**config.mk**
```make
export PLATFORM = sky130hd
export DESIGN_NAME = pbus_slave
export DESIGN_NICKNAME = d
export VERILOG_FILES = /design/src/rtl/pbus_pkg.sv /design/src/rtl/pbus_sync.sv /design/src/rtl/pbus_edge.sv /design/src/rtl/pbus_mode_ctrl.sv /design/src/rtl/pbus_regfile.sv /design/src/rtl/pbus_slave.sv
export SDC_FILE = /design/constraint.sdc
export NUM_CORES = 1
export LEC_CHECK = 0
export BUFFER_PORTS_ARGS = -buffer_cell sky130_fd_sc_hd__buf_2
export CORE_ASPECT_RATIO = 1.1
export CORE_MARGIN = 8
export CORE_UTILIZATION = 53
export CTS_CLUSTER_SIZE = 28
export DETAILED_ROUTE_END_ITERATION = 6
export PLACE_DENSITY = 0.71
export SKIP_CTS_REPAIR_TIMING = 1
export SYNTH_ARGS = -nofsm -noshare
export SYNTH_HDL_FRONTEND = slang
export SYNTH_HIERARCHICAL = 1
export SYNTH_SLANG_ARGS = --single-unit
```
**constraint.sdc**
```tcl
create_clock -name clk -period 2.3 [get_ports clk]
set_input_delay 0.46 -clock clk [delete_from_list [all_inputs] [get_ports clk]]
set_output_delay 0.46 -clock clk [all_outputs]
set_load 0.01 [all_outputs]
```
**src/rtl/pbus_pkg.sv**
```systemverilog
package pbus_pkg;

    localparam int HOST_DATA_W = 8;
    localparam int HOST_ADDR_W = 4;
    localparam int SYNC_DEPTH  = 2;

    typedef enum logic {
        BUS_DIRECT = 1'b0,
        BUS_MUXED  = 1'b1
    } bus_mode_e;

    // Edge events seen on synchronized, active-high host controls
    typedef struct packed {
        logic ale_rise;
        logic ale_fall;
        logic sel_drop;
        logic wr_end;
    } bus_events_t;

    // Next mode: latch-enable activity outranks a chip-select release
    function automatic bus_mode_e next_mode(bus_mode_e cur, bus_events_t ev);
        if (ev.ale_rise)
            return BUS_MUXED;
        if (ev.sel_drop)
            return BUS_DIRECT;
        return cur;
    endfunction

endpackage

```
**src/rtl/pbus_sync.sv**
```systemverilog
module pbus_sync #(
    parameter int WIDTH  = 1,
    parameter int STAGES = 2
) (
    input  logic             clk,
    input  logic             rst,
    input  logic [WIDTH-1:0] d,
    output logic [WIDTH-1:0] q
);
    logic [WIDTH-1:0] chain [STAGES];

    always_ff @(posedge clk) begin
        if (rst) begin
            for (int i = 0; i < STAGES; i++)
                chain[i] <= '0;
        end else begin
            chain[0] <= d;
            for (int i = 1; i < STAGES; i++)
                chain[i] <= chain[i-1];
        end
    end

    assign q = chain[STAGES-1];
endmodule

```
**src/rtl/pbus_edge.sv**
```systemverilog
module pbus_edge #(
    parameter int WIDTH = 1
) (
    input  logic             clk,
    input  logic             rst,
    input  logic [WIDTH-1:0] lvl,
    output logic [WIDTH-1:0] rise,
    output logic [WIDTH-1:0] fall
);
    logic [WIDTH-1:0] lvl_q;

    always_ff @(posedge clk) begin
        if (rst) lvl_q <= '0;
        else     lvl_q <= lvl;
    end

    genvar g;
    generate
        for (g = 0; g < WIDTH; g++) begin : g_bit
            assign rise[g] =  lvl[g] & ~lvl_q[g];
            assign fall[g] = ~lvl[g] &  lvl_q[g];
        end
    endgenerate
endmodule

```
**src/rtl/pbus_mode_ctrl.sv**
```systemverilog
module pbus_mode_ctrl
    import pbus_pkg::*;
#(
    parameter int ADDR_W = HOST_ADDR_W,
    parameter int DATA_W = HOST_DATA_W
) (
    input  logic              clk,
    input  logic              rst,
    input  bus_events_t       ev,
    input  logic [ADDR_W-1:0] pin_addr,
    input  logic [DATA_W-1:0] pin_data,
    output bus_mode_e         mode,
    output logic [ADDR_W-1:0] eff_addr
);
    bus_mode_e         mode_q;
    logic [ADDR_W-1:0] mux_addr_q;

    always_ff @(posedge clk) begin
        if (rst) begin
            mode_q     <= BUS_DIRECT;
            mux_addr_q <= '0;
        end else begin
            mode_q <= next_mode(mode_q, ev);
            if (ev.ale_fall)
                mux_addr_q <= pin_data[ADDR_W-1:0];
        end
    end

    assign mode     = mode_q;
    assign eff_addr = (mode_q == BUS_MUXED) ? mux_addr_q : pin_addr;
endmodule

```
**src/rtl/pbus_regfile.sv**
```systemverilog
module pbus_regfile #(
    parameter int ADDR_W = 4,
    parameter int DATA_W = 8
) (
    input  logic              clk,
    input  logic              rst,
    input  logic              we,
    input  logic [ADDR_W-1:0] addr,
    input  logic [DATA_W-1:0] wdata,
    output logic [DATA_W-1:0] rdata
);
    localparam int DEPTH = 1 << ADDR_W;

    logic [DATA_W-1:0] mem [DEPTH];

    always_ff @(posedge clk) begin
        if (rst) begin
            for (int i = 0; i < DEPTH; i++)
                mem[i] <= '0;
        end else if (we) begin
            mem[addr] <= wdata;
        end
    end

    assign rdata = mem[addr];
endmodule

```
**src/rtl/pbus_slave.sv**
```systemverilog
module pbus_slave
    import pbus_pkg::*;
#(
    parameter int DATA_W = HOST_DATA_W,
    parameter int ADDR_W = HOST_ADDR_W,
    parameter int STAGES = SYNC_DEPTH
) (
    input  logic              clk,
    input  logic              rst,
    input  logic              ale_i,
    input  logic              cs_n_i,
    input  logic              rd_n_i,
    input  logic              wr_n_i,
    input  logic [ADDR_W-1:0] addr_i,
    input  logic [DATA_W-1:0] data_i,
    output logic [DATA_W-1:0] data_o,
    output logic              data_oe_o,
    output logic              mode_o,
    output logic [ADDR_W-1:0] reg_addr_o,
    output logic [DATA_W-1:0] wr_data_o,
    output logic              wr_pulse_o
);
    localparam int CTL_W = 4;
    localparam int BUS_W = ADDR_W + DATA_W;
    localparam int EDG_W = 3;

    // control bit order inside the synchronized vector
    localparam int C_ALE = 3;
    localparam int C_SEL = 2;
    localparam int C_RD  = 1;
    localparam int C_WR  = 0;

    logic [CTL_W-1:0]  ctl_s;
    logic [BUS_W-1:0]  bus_s;
    logic [EDG_W-1:0]  edg_rise, edg_fall;
    logic [ADDR_W-1:0] addr_s, eff_addr;
    logic [DATA_W-1:0] data_s, rdata;
    bus_events_t       ev;
    bus_mode_e         mode;
    logic              commit;

    pbus_sync #(.WIDTH(CTL_W), .STAGES(STAGES)) u_ctl_sync (
        .clk (clk),
        .rst (rst),
        .d   ({ale_i, ~cs_n_i, ~rd_n_i, ~wr_n_i}),
        .q   (ctl_s)
    );

    pbus_sync #(.WIDTH(BUS_W), .STAGES(STAGES)) u_bus_sync (
        .clk (clk),
        .rst (rst),
        .d   ({addr_i, data_i}),
        .q   (bus_s)
    );

    assign addr_s = bus_s[BUS_W-1:DATA_W];
    assign data_s = bus_s[DATA_W-1:0];

    pbus_edge #(.WIDTH(EDG_W)) u_edge (
        .clk  (clk),
        .rst  (rst),
        .lvl  ({ctl_s[C_ALE], ctl_s[C_SEL], ctl_s[C_WR]}),
        .rise (edg_rise),
        .fall (edg_fall)
    );

    always_comb begin
        ev.ale_rise = edg_rise[2];
        ev.ale_fall = edg_fall[2];
        ev.sel_drop = edg_fall[1];
        ev.wr_end   = edg_fall[0] & ctl_s[C_SEL];
    end

    pbus_mode_ctrl #(.ADDR_W(ADDR_W), .DATA_W(DATA_W)) u_mode (
        .clk      (clk),
        .rst      (rst),
        .ev       (ev),
        .pin_addr (addr_s),
        .pin_data (data_s),
        .mode     (mode),
        .eff_addr (eff_addr)
    );

    assign commit = ev.wr_end;

    pbus_regfile #(.ADDR_W(ADDR_W), .DATA_W(DATA_W)) u_regs (
        .clk   (clk),
        .rst   (rst),
        .we    (commit),
        .addr  (eff_addr),
        .wdata (data_s),
        .rdata (rdata)
    );

    assign data_o     = rdata;
    assign data_oe_o  = ctl_s[C_SEL] & ctl_s[C_RD];
    assign mode_o     = (mode == BUS_MUXED);
    assign reg_addr_o = eff_addr;
    assign wr_data_o  = data_s;
    assign wr_pulse_o = commit;
endmodule

```
# After elaboration in Yosys (flattened, before gate mapping)
# Memories as Yosys holds them, arrays and structs flattened.
# Index checks and enable logic that the tools add are counted.
[totals]
regBits = 8
ramBits = 160
in_bits = 18
out_inout_bits = 23
elab_cells = 48
memories = 3
[classes]
muxes = 23
bitwise_logic = 17
n_reduce_logical = 2
[memory_table]
columns = ["name", "words", "word_bits", "rd", "rd_ports_with_merged_regs", "wr", "line", "source"]
rows = [
  ["u_regs.mem", 16, 8, 1, 0, 16, "pbus_regfile.sv:14", "logic [DATA_W-1:0] mem [DEPTH];"],
  ["u_bus_sync.chain", 2, 12, 2, 0, 2, "pbus_sync.sv:10", "logic [WIDTH-1:0] chain [STAGES];"],
  ["u_ctl_sync.chain", 2, 4, 2, 0, 2, "pbus_sync.sv:10", ""],
]
[ops]
columns = ["op", "n"]
rows = [
  ["$mux 12", 2],
  ["$mux 1", 16],
  ["$mux 4", 4],
  ["$mux 8", 1],
  ["$reduce_or 8->1", 1],
  ["$not 1->1", 7],
  ["$and 1x1->1", 6],
  ["$or 1x1->1", 4],
  ["$reduce_bool 2->1", 1],
]

# Depth between registers and ports, before layout
# Gate-level depths: netlist of run 1.
[depth]
word_depth = 8
depth_mapped = 7
ltp_nobuf = 5

# Modules after synthesis
# Netlist of run 1, hierarchy kept.
[modules_own_cells]
columns = ["mod", "instances", "cells_per_inst", "area_per_inst_um2"]
rows = [
  ["pbus_regfile", 1, 376, 5880.6],
  ["pbus_sync at u_bus_sync", 1, 62, 783.3],
  ["pbus_sync at u_ctl_sync", 1, 20, 240.2],
  ["pbus_mode_ctrl", 1, 21, 220.2],
  ["pbus_edge", 1, 12, 116.4],
  ["pbus_slave", 1, 5, 23.8],
]

# Worst setup path before layout of run 1
# OpenSTA, ideal clock, no wires.
[synth_timing]
path_type = "register to output"
start = "reg u_mode.mode_q, in the netlist u_mode/mode"
end = "out data_o[6]"
t_arrival_ps = 1876
required_time_ps = 1840
setup_slack_ps = -36
path_stages_with_launch = 7
cell_sequence = "dfxtp_1 > mux2_2 > buf_4 > buf_6 > mux4_2 > a22oi_1 > nand2_1"
[synth_via]
elab_chain_len = 2
[synth_rtl]
columns = ["item", "line", "source"]
rows = [
  ["start: declaration", "pbus_mode_ctrl.sv:15", "bus_mode_e mode_q;"],
  ["start signal: assignment", "pbus_mode_ctrl.sv:23", "mode_q <= next_mode(mode_q, ev);"],
  ["$mux 4", "pbus_mode_ctrl.sv:30", "assign eff_addr = (mode_q == BUS_MUXED) ? mux_addr_q : pin_addr;"],
  ["named net reg_addr_o[0]", "pbus_slave.sv:19", "output logic [ADDR_W-1:0] reg_addr_o,"],
  ["$mem_v2 16x8", "-", ""],
  ["end: declaration", "pbus_slave.sv:16", "output logic [DATA_W-1:0] data_o,"],
]
# The timed path passes the listed nets, and every way through them passes these cells.

# Worst setup path in the final report of run 1
[layout_timing]
start = "reg u_mode.mode_q, in the netlist u_mode/mode"
end = "out data_o[6]"
[layout_via]
elab_chain_len = 2
[layout_rtl]
columns = ["item", "line"]
rows = [
  ["$mux 4", "pbus_mode_ctrl.sv:30"],
  ["$mem_v2 16x8", "-"],
]
# No other way between the ends.

==> results of run 1 <==
-- power by group --
group,internal [mW],switching (mW),leakage (nW)
Clock,1.70,1.18,0.304
Sequential,3.36,0.0390,1.65
Combinational,0.183,0.222,1.30
-- registers in the layout, indices dropped and copies added, names as in the netlist --
| signal | cells |
|---|---|
| u_ctl_sync/chain | 8 |
| u_mode/mux_addr_q | 4 |
| u_edge/lvl_q | 3 |
| u_mode/mode | 1 |
| u_bus_sync/chain | 24 |
| u_regs/mem | 128 |
-- critical path, delay by kind of cell, from the launching register on --
| family | cells | cell delay [ps] |
|---|---|---|
| mux | 2 | 800 |
| flops | 1 | 340 |
| buf+inv | 2 | 330 |
| compound gates | 1 | 240 |
| simple gates | 1 | 90 |
-- metrics by stage --
| step | total power, mW | setup slack [ps] | std cells |
|---|---|---|---|
| CTS | 6.70 | -614 | 750 |
| global route | 6.89 | -462 | 754 |
| finish | 6.67 | -364 | 754 |
| global placement | 3.84 | -125 | 718 |
| detailed placement | 3.85 | -164 | 718 |
| floorplan | 3.70 | 44.5 | 494 |
-- cell type report --
class | instances | area (um2)
Clock inverter | 10 | 98.8
Inverter | 4 | 15.0
Timing Repair Buffer | 80 | 576
Multi-Input combinational cell | 282 | 2430
Clock buffer | 22 | 507
Tap cell | 188 | 235
Fill cell | 974 | 5060
Sequential cell | 168 | 4650
-- how the worst max path moves through the flow --
stage                      endpoint         from  cells after the start  slack (ps)
after global routing      data_o[6]  u_mode/mode                      6        -460
after CTS                 data_o[0]  u_mode/mode                      6        -610
final                     data_o[6]  u_mode/mode                      6        -360
after detailed placement  data_o[0]  u_mode/mode                      6        -160
after global placement    data_o[0]  u_mode/mode                      6        -130
after floorplan           data_o[6]  u_mode/mode                      6          40
-- cells in the final DEF (no fill, tap or decap), types with 6 or more instances in the layout --
cell and instances:
nor2b_1 21, dfxtp_1 39, nand2_1 9, a22oi_2 10, buf_4 34, buf_2 40, and2_1 131, edfxtp_1 128
or2_2 15, nor2_1 13, nor2b_2 15, mux4_2 32, clkbuf_16 20, a22oi_1 6
-- layer usage --
layer / up-vias / GRT usage [%] / part of all wire [%]
li1: 1858 / - / -
met1: 1954 / 22.2 / 41
met2: 133 / 28.9 / 49
met3: 22 / 5.42 / 7.5
met4: 0 / 7.21 / 2.1
met5: - / 0 / 0
==> results.md, run 1 <==
- Starting Density: 53.4%
- Setup TNS: -2760 ps
- Rows: 45
- Fin crit period: ~2700 ps
- Starting DRT DRC Count: 249
- Violated checks: negative setup slack
- TritonCTS clock tree: built
- Core footprint: around 14000 um2
- P_leak: about 3.2 nW
- Outcome: finished, violations left
- Hold Path Depth: 2
- Chip height: approximately 140 um
- Clock slew at reported path FFs: 60 ps
- YS warnings: 6
- Mapped Nets: between 500 and 600
- Reg2reg start: u_mode/mode
- Max Clock Skew: 6.48 ps
- Startpoint class of the critical path: register
- GP Congestion: between 0.7 and 0.8
- Design area: ~8500 um2
- Maximum number of pins on one net before global-route repair: 53
- Synthesized instance count: 494
- RSZ-0062 raised after global routing: true
- Pre-Repair DR Iteration Count: 5
- Reg2Reg Setup Slack: around 80 ps
- DP HPWL: approximately 10 mm
- Critical path class: register to output pin
- Crit share post-route: 116%
- Total die area: approximately 18000 um2
- CP max FO: 11
- Vias: 3967
- Critical Path AT: 2200 ps
- Synthesized area: just over 7000 um2
- Dpl cell area: ~7800 um2
- Final Core Density: about 63%
- IO Port Bufs: 40
- Slew HR: a little over three fifths
- Chip width: ~130 um
- Drt wl/cell: 20.2 um
- Hold Path End: u_bus_sync/chain[0][1]
- CP cell instances: mux2_4, buf_12, mux4_2, a22oi_2, nand2_1, buf_2
- Peak supply drop: 0.000480 V
- # clock sinks: around 170
- Final setup violation count: 8
- Layout cells sized above 1: between 30% and 40%
- Worst stage delay on the critical path: about 430 ps
- GRT Total Usage: between 15 and 20%
- First-pass GRT wire length: 23.7 mm
- Inserted Diodes: 0
- Clock root cell: clkbuf_16
- Total grt overflow: 0
- DRC Markers: 0
- Hold Startpoint: data_i[1]
- Setup WS post-layout: -364 ps
- H-tree depth: 4
- CP required: 1840 ps
- Clk buf depth: 2
- Later-pin clock latency in the skew report: 420 ps
- CP max stage cell: mux4_2
- DRT antenna net count: 0
- Worst reg-to-reg path cell count: 5
- R2R Path End: u_regs/mem[1][3]
- Max Slew Vio Count: 0
- IO Pins: slightly above 40
- Area Overhead vs Synth: 17.3%
- Achievable Freq: approximately 380 MHz
- Number of nets in the layout: between 500 and 600
- Hold WS: roughly 250 ps
- Min-Delay Path Class: input pin to register
- Initial antenna violation count: 0
- CTS buffer count: 17
- Syn avg cell area: 14.7 um2
- Final hold violations: 0
- Vias in the first global route: around 4300
- Final WL: approximately 15 mm
- Slew @ Worst Pin: roughly 550 ps
- Max_cap viols: 0
- Drt via density: about 5.3
- Critical path endpoint category: output pin
- P per Cell Area: ~780 nW/um2
Note: power is estimated with default switching activity, not from simulation.
==> inputs of run 2 (changes only) <==
PLACE_DENSITY = 0.74   (was 0.71)
clock period = 2.4 ns   (was 2.3 ns; I/O delays follow)
==> results.md, run 2 (synthesis gave the netlist of run 1 again) <==
- Outcome: finished, violations left
- Violated checks: negative setup slack
- Drt wl/cell: 20.4 um (+1.3%)
- Startpoint class of the critical path: register
- Min-Delay Path Class: input pin to register
- Max Clock Skew: 11.9 ps (+5.43 ps)
- CP required: 1920 ps (+80 ps)
- Drt via density: 5.30 (+0.72%)
- H-tree depth: 4 (unchanged)
- Sw Share: 20.8% (-0.73 points)
- Chip width: 128 um (unchanged)
- Pre-Repair DR Iteration Count: 4 (-1)
- Commonest non-fill, non-tap cell in the layout: and2_1
- Vias in the first global route: 4147 (-3.0%)
- Slew @ Worst Pin: 574 ps (+20.4 ps)
- DRT antenna net count: 0 (unchanged)
- Inserted Diodes: 0 (unchanged)
- Later-pin clock latency in the skew report: 430 ps (about the same)
- RSZ-0062 raised after global routing: true
- CP max stage cell: mux4_2
- Vias: 3969 (+0.050%)
- DP HPWL: 10.5 mm (+2.7%)
- P per Cell Area: 740 nW/um2 (-5.7%)
- Worst path bufs/invs: 3 (+1)
- Initial antenna violation count: 0 (unchanged)
- Clock root cell: clkbuf_16
- Worst stage delay on the critical path: 420 ps (about the same)
- Clock slew at reported path FFs: 60 ps (about the same)
- P_leak: 3.19 nW (-1.8%)
- DRC Markers: 0 (unchanged)
- Total die area: 17700 um2 (unchanged)
- Slew HR: 61.5% (-1.5 points)
- Sw Pwr: 1.30 mW (-9.7%)
- Maximum number of pins on one net before global-route repair: 40 (-25%)
- Comb pwr share: 6.3% (+0.2 points)
- Starting Density: 53.4% (unchanged)
- Largest Register: u_regs/mem
- Critical path endpoint category: output pin
- Critical path class: register to output pin
- CP cell instances: mux2_4, buf_12, buf_12, mux4_2, a22oi_1, nand2_1, buf_2
- Clock Power Share: 41.6% (-1.4 points)
- Max_cap viols: 0 (unchanged)
- Critical Path AT: 2260 ps (+60 ps)
- CP max FO: 8 (-3)
- Fillcell total: 993 (+2.0%)
- Setup WS pre-CTS: 6.95 ps (+171 ps)
- Setup TNS: -2480 ps (+279 ps)
- Total grt overflow: 0 (unchanged)
- Setup WS post-layout: -338 ps (+26.6 ps)
- First-pass GRT wire length: 23.5 mm (-0.90%)
- Starting DRT DRC Count: 291 (+17%)
- Crit share post-route: 114%
- Fin crit period: about 2700 ps
- Peak supply drop: 0.000411 V (-14%)
- # clock sinks: 168 (unchanged)
- Layout cells sized above 1: 34.0% (-0.76 points)
- GRT Total Usage: 17.9% (-0.092 points)
- Flop pwr share: 52.1% (+1.2 points)
- Max reg flops: 128 (unchanged)
- GP Congestion: 0.837 (+7.1%)
- Internal power: 4.94 mW (-5.6%)
- Chip height: 139 um (unchanged)
- Cell mode on critical path: buf_12
- CTS buffer count: 17 (unchanged)
- Final setup violation count: 8 (unchanged)
- IO Port Bufs: 40 (unchanged)
- Core footprint: 13600 um2 (unchanged)
- TritonCTS clock tree: built
- IO Pins: 41 (unchanged)
- Final WL: 15.3 mm (+0.66%)
- Most frequent cells in the layout: and2_1 (131), edfxtp_1 (128), buf_2 (40), dfxtp_1 (39), mux4_2 (32)
- Final hold violations: 0 (unchanged)
- Rows: 45 (unchanged)
- Clk buf depth: 2 (unchanged)
- Achievable Freq: between 300 and 400 MHz
- Number of nets in the layout: 566 (-0.88%)
- Area Overhead vs Synth: 16.3%
- Top Registers: u_regs/mem (128), u_bus_sync/chain (24), u_ctl_sync/chain (8)
- Delay-heaviest family, CP: multiplexers
- Max Slew Vio Count: 0 (unchanged)
-- run 2: cell types whose count changed in the layout (fill, tap and decap cells not counted), moves of 2 or more --
| cell | previous run | this run |
|---|---|---|
| buf_4 | 34 | 27 |
| buf_6 | 0 | 2 |
| clkbuf_1 | 1 | 5 |
| clkinv_2 | 0 | 5 |
| clkinvlp_4 | 0 | 2 |
| inv_4 | 4 | 0 |
| inv_6 | 4 | 0 |
| nor2_1 | 13 | 10 |
| nor2_2 | 3 | 7 |
-- run 2: final timing paths --
path | start | endpoint | slack (ps) | cells after the start
worst max-delay path | u_mode/mode | data_o[0] | -340 | 7
worst min-delay path | data_i[1] | u_bus_sync/chain[0][1] | 260 | 2
worst max register to register | u_mode/mode | u_regs/mem[0][0] | 60 | 6
worst min register to register | u_bus_sync/chain[0][5] | u_bus_sync/chain[0][17] | 440 | 1
-- run 2: area by class of cell --
cell class | instances | area, um2 | area share (%)
well taps | 188 | 235 | 2.79
multi-input cells | 282 | 2420 | 28.7
flip-flops and latches | 168 | 4650 | 55.1
clock buffers | 23 | 458 | 5.43
clock inverters | 9 | 100 | 1.19
inverters | 4 | 15.0 | 0.178
repair buffers | 75 | 556 | 6.59
-- run 2: power groups by stage --
stage | combinational, mW | clock, mW | sequential, mW
finish | 0.391 | 2.60 | 3.26
global route | 0.419 | 2.75 | 3.26
detailed placement | 0.368 | 0 | 3.32
CTS | 0.369 | 2.63 | 3.26
global placement | 0.361 | 0 | 3.31
floorplan | 0.246 | 0 | 3.30
-- run 2: routing by layer --
layer | share of wire [%] | track usage [%] | wire length (um) | vias up
li1 | - | - | - | 1846
met1 | 42 | 23.5 | 6460 | 1966
met2 | 49 | 28.1 | 7440 | 144
met3 | 8.1 | 4.65 | 1240 | 13
met4 | 1.1 | 6.52 | 165 | 0
met5 | 0 | 0 | 0 | -
-- run 2: metrics by stage --
step                hold WS [ps]  std cells  instance area (um2)  utilization (%)  power [mW]
floorplan                    411        494                 7250                -        3.54
global placement             415        715                 7730             56.9        3.67
detailed placement           425        715                 7730             56.9        3.68
CTS                          244        747                 8290             61.1        6.26
global route                 254        749                 8430             62.2        6.43
finish                       260        749                 8430             62.2        6.24
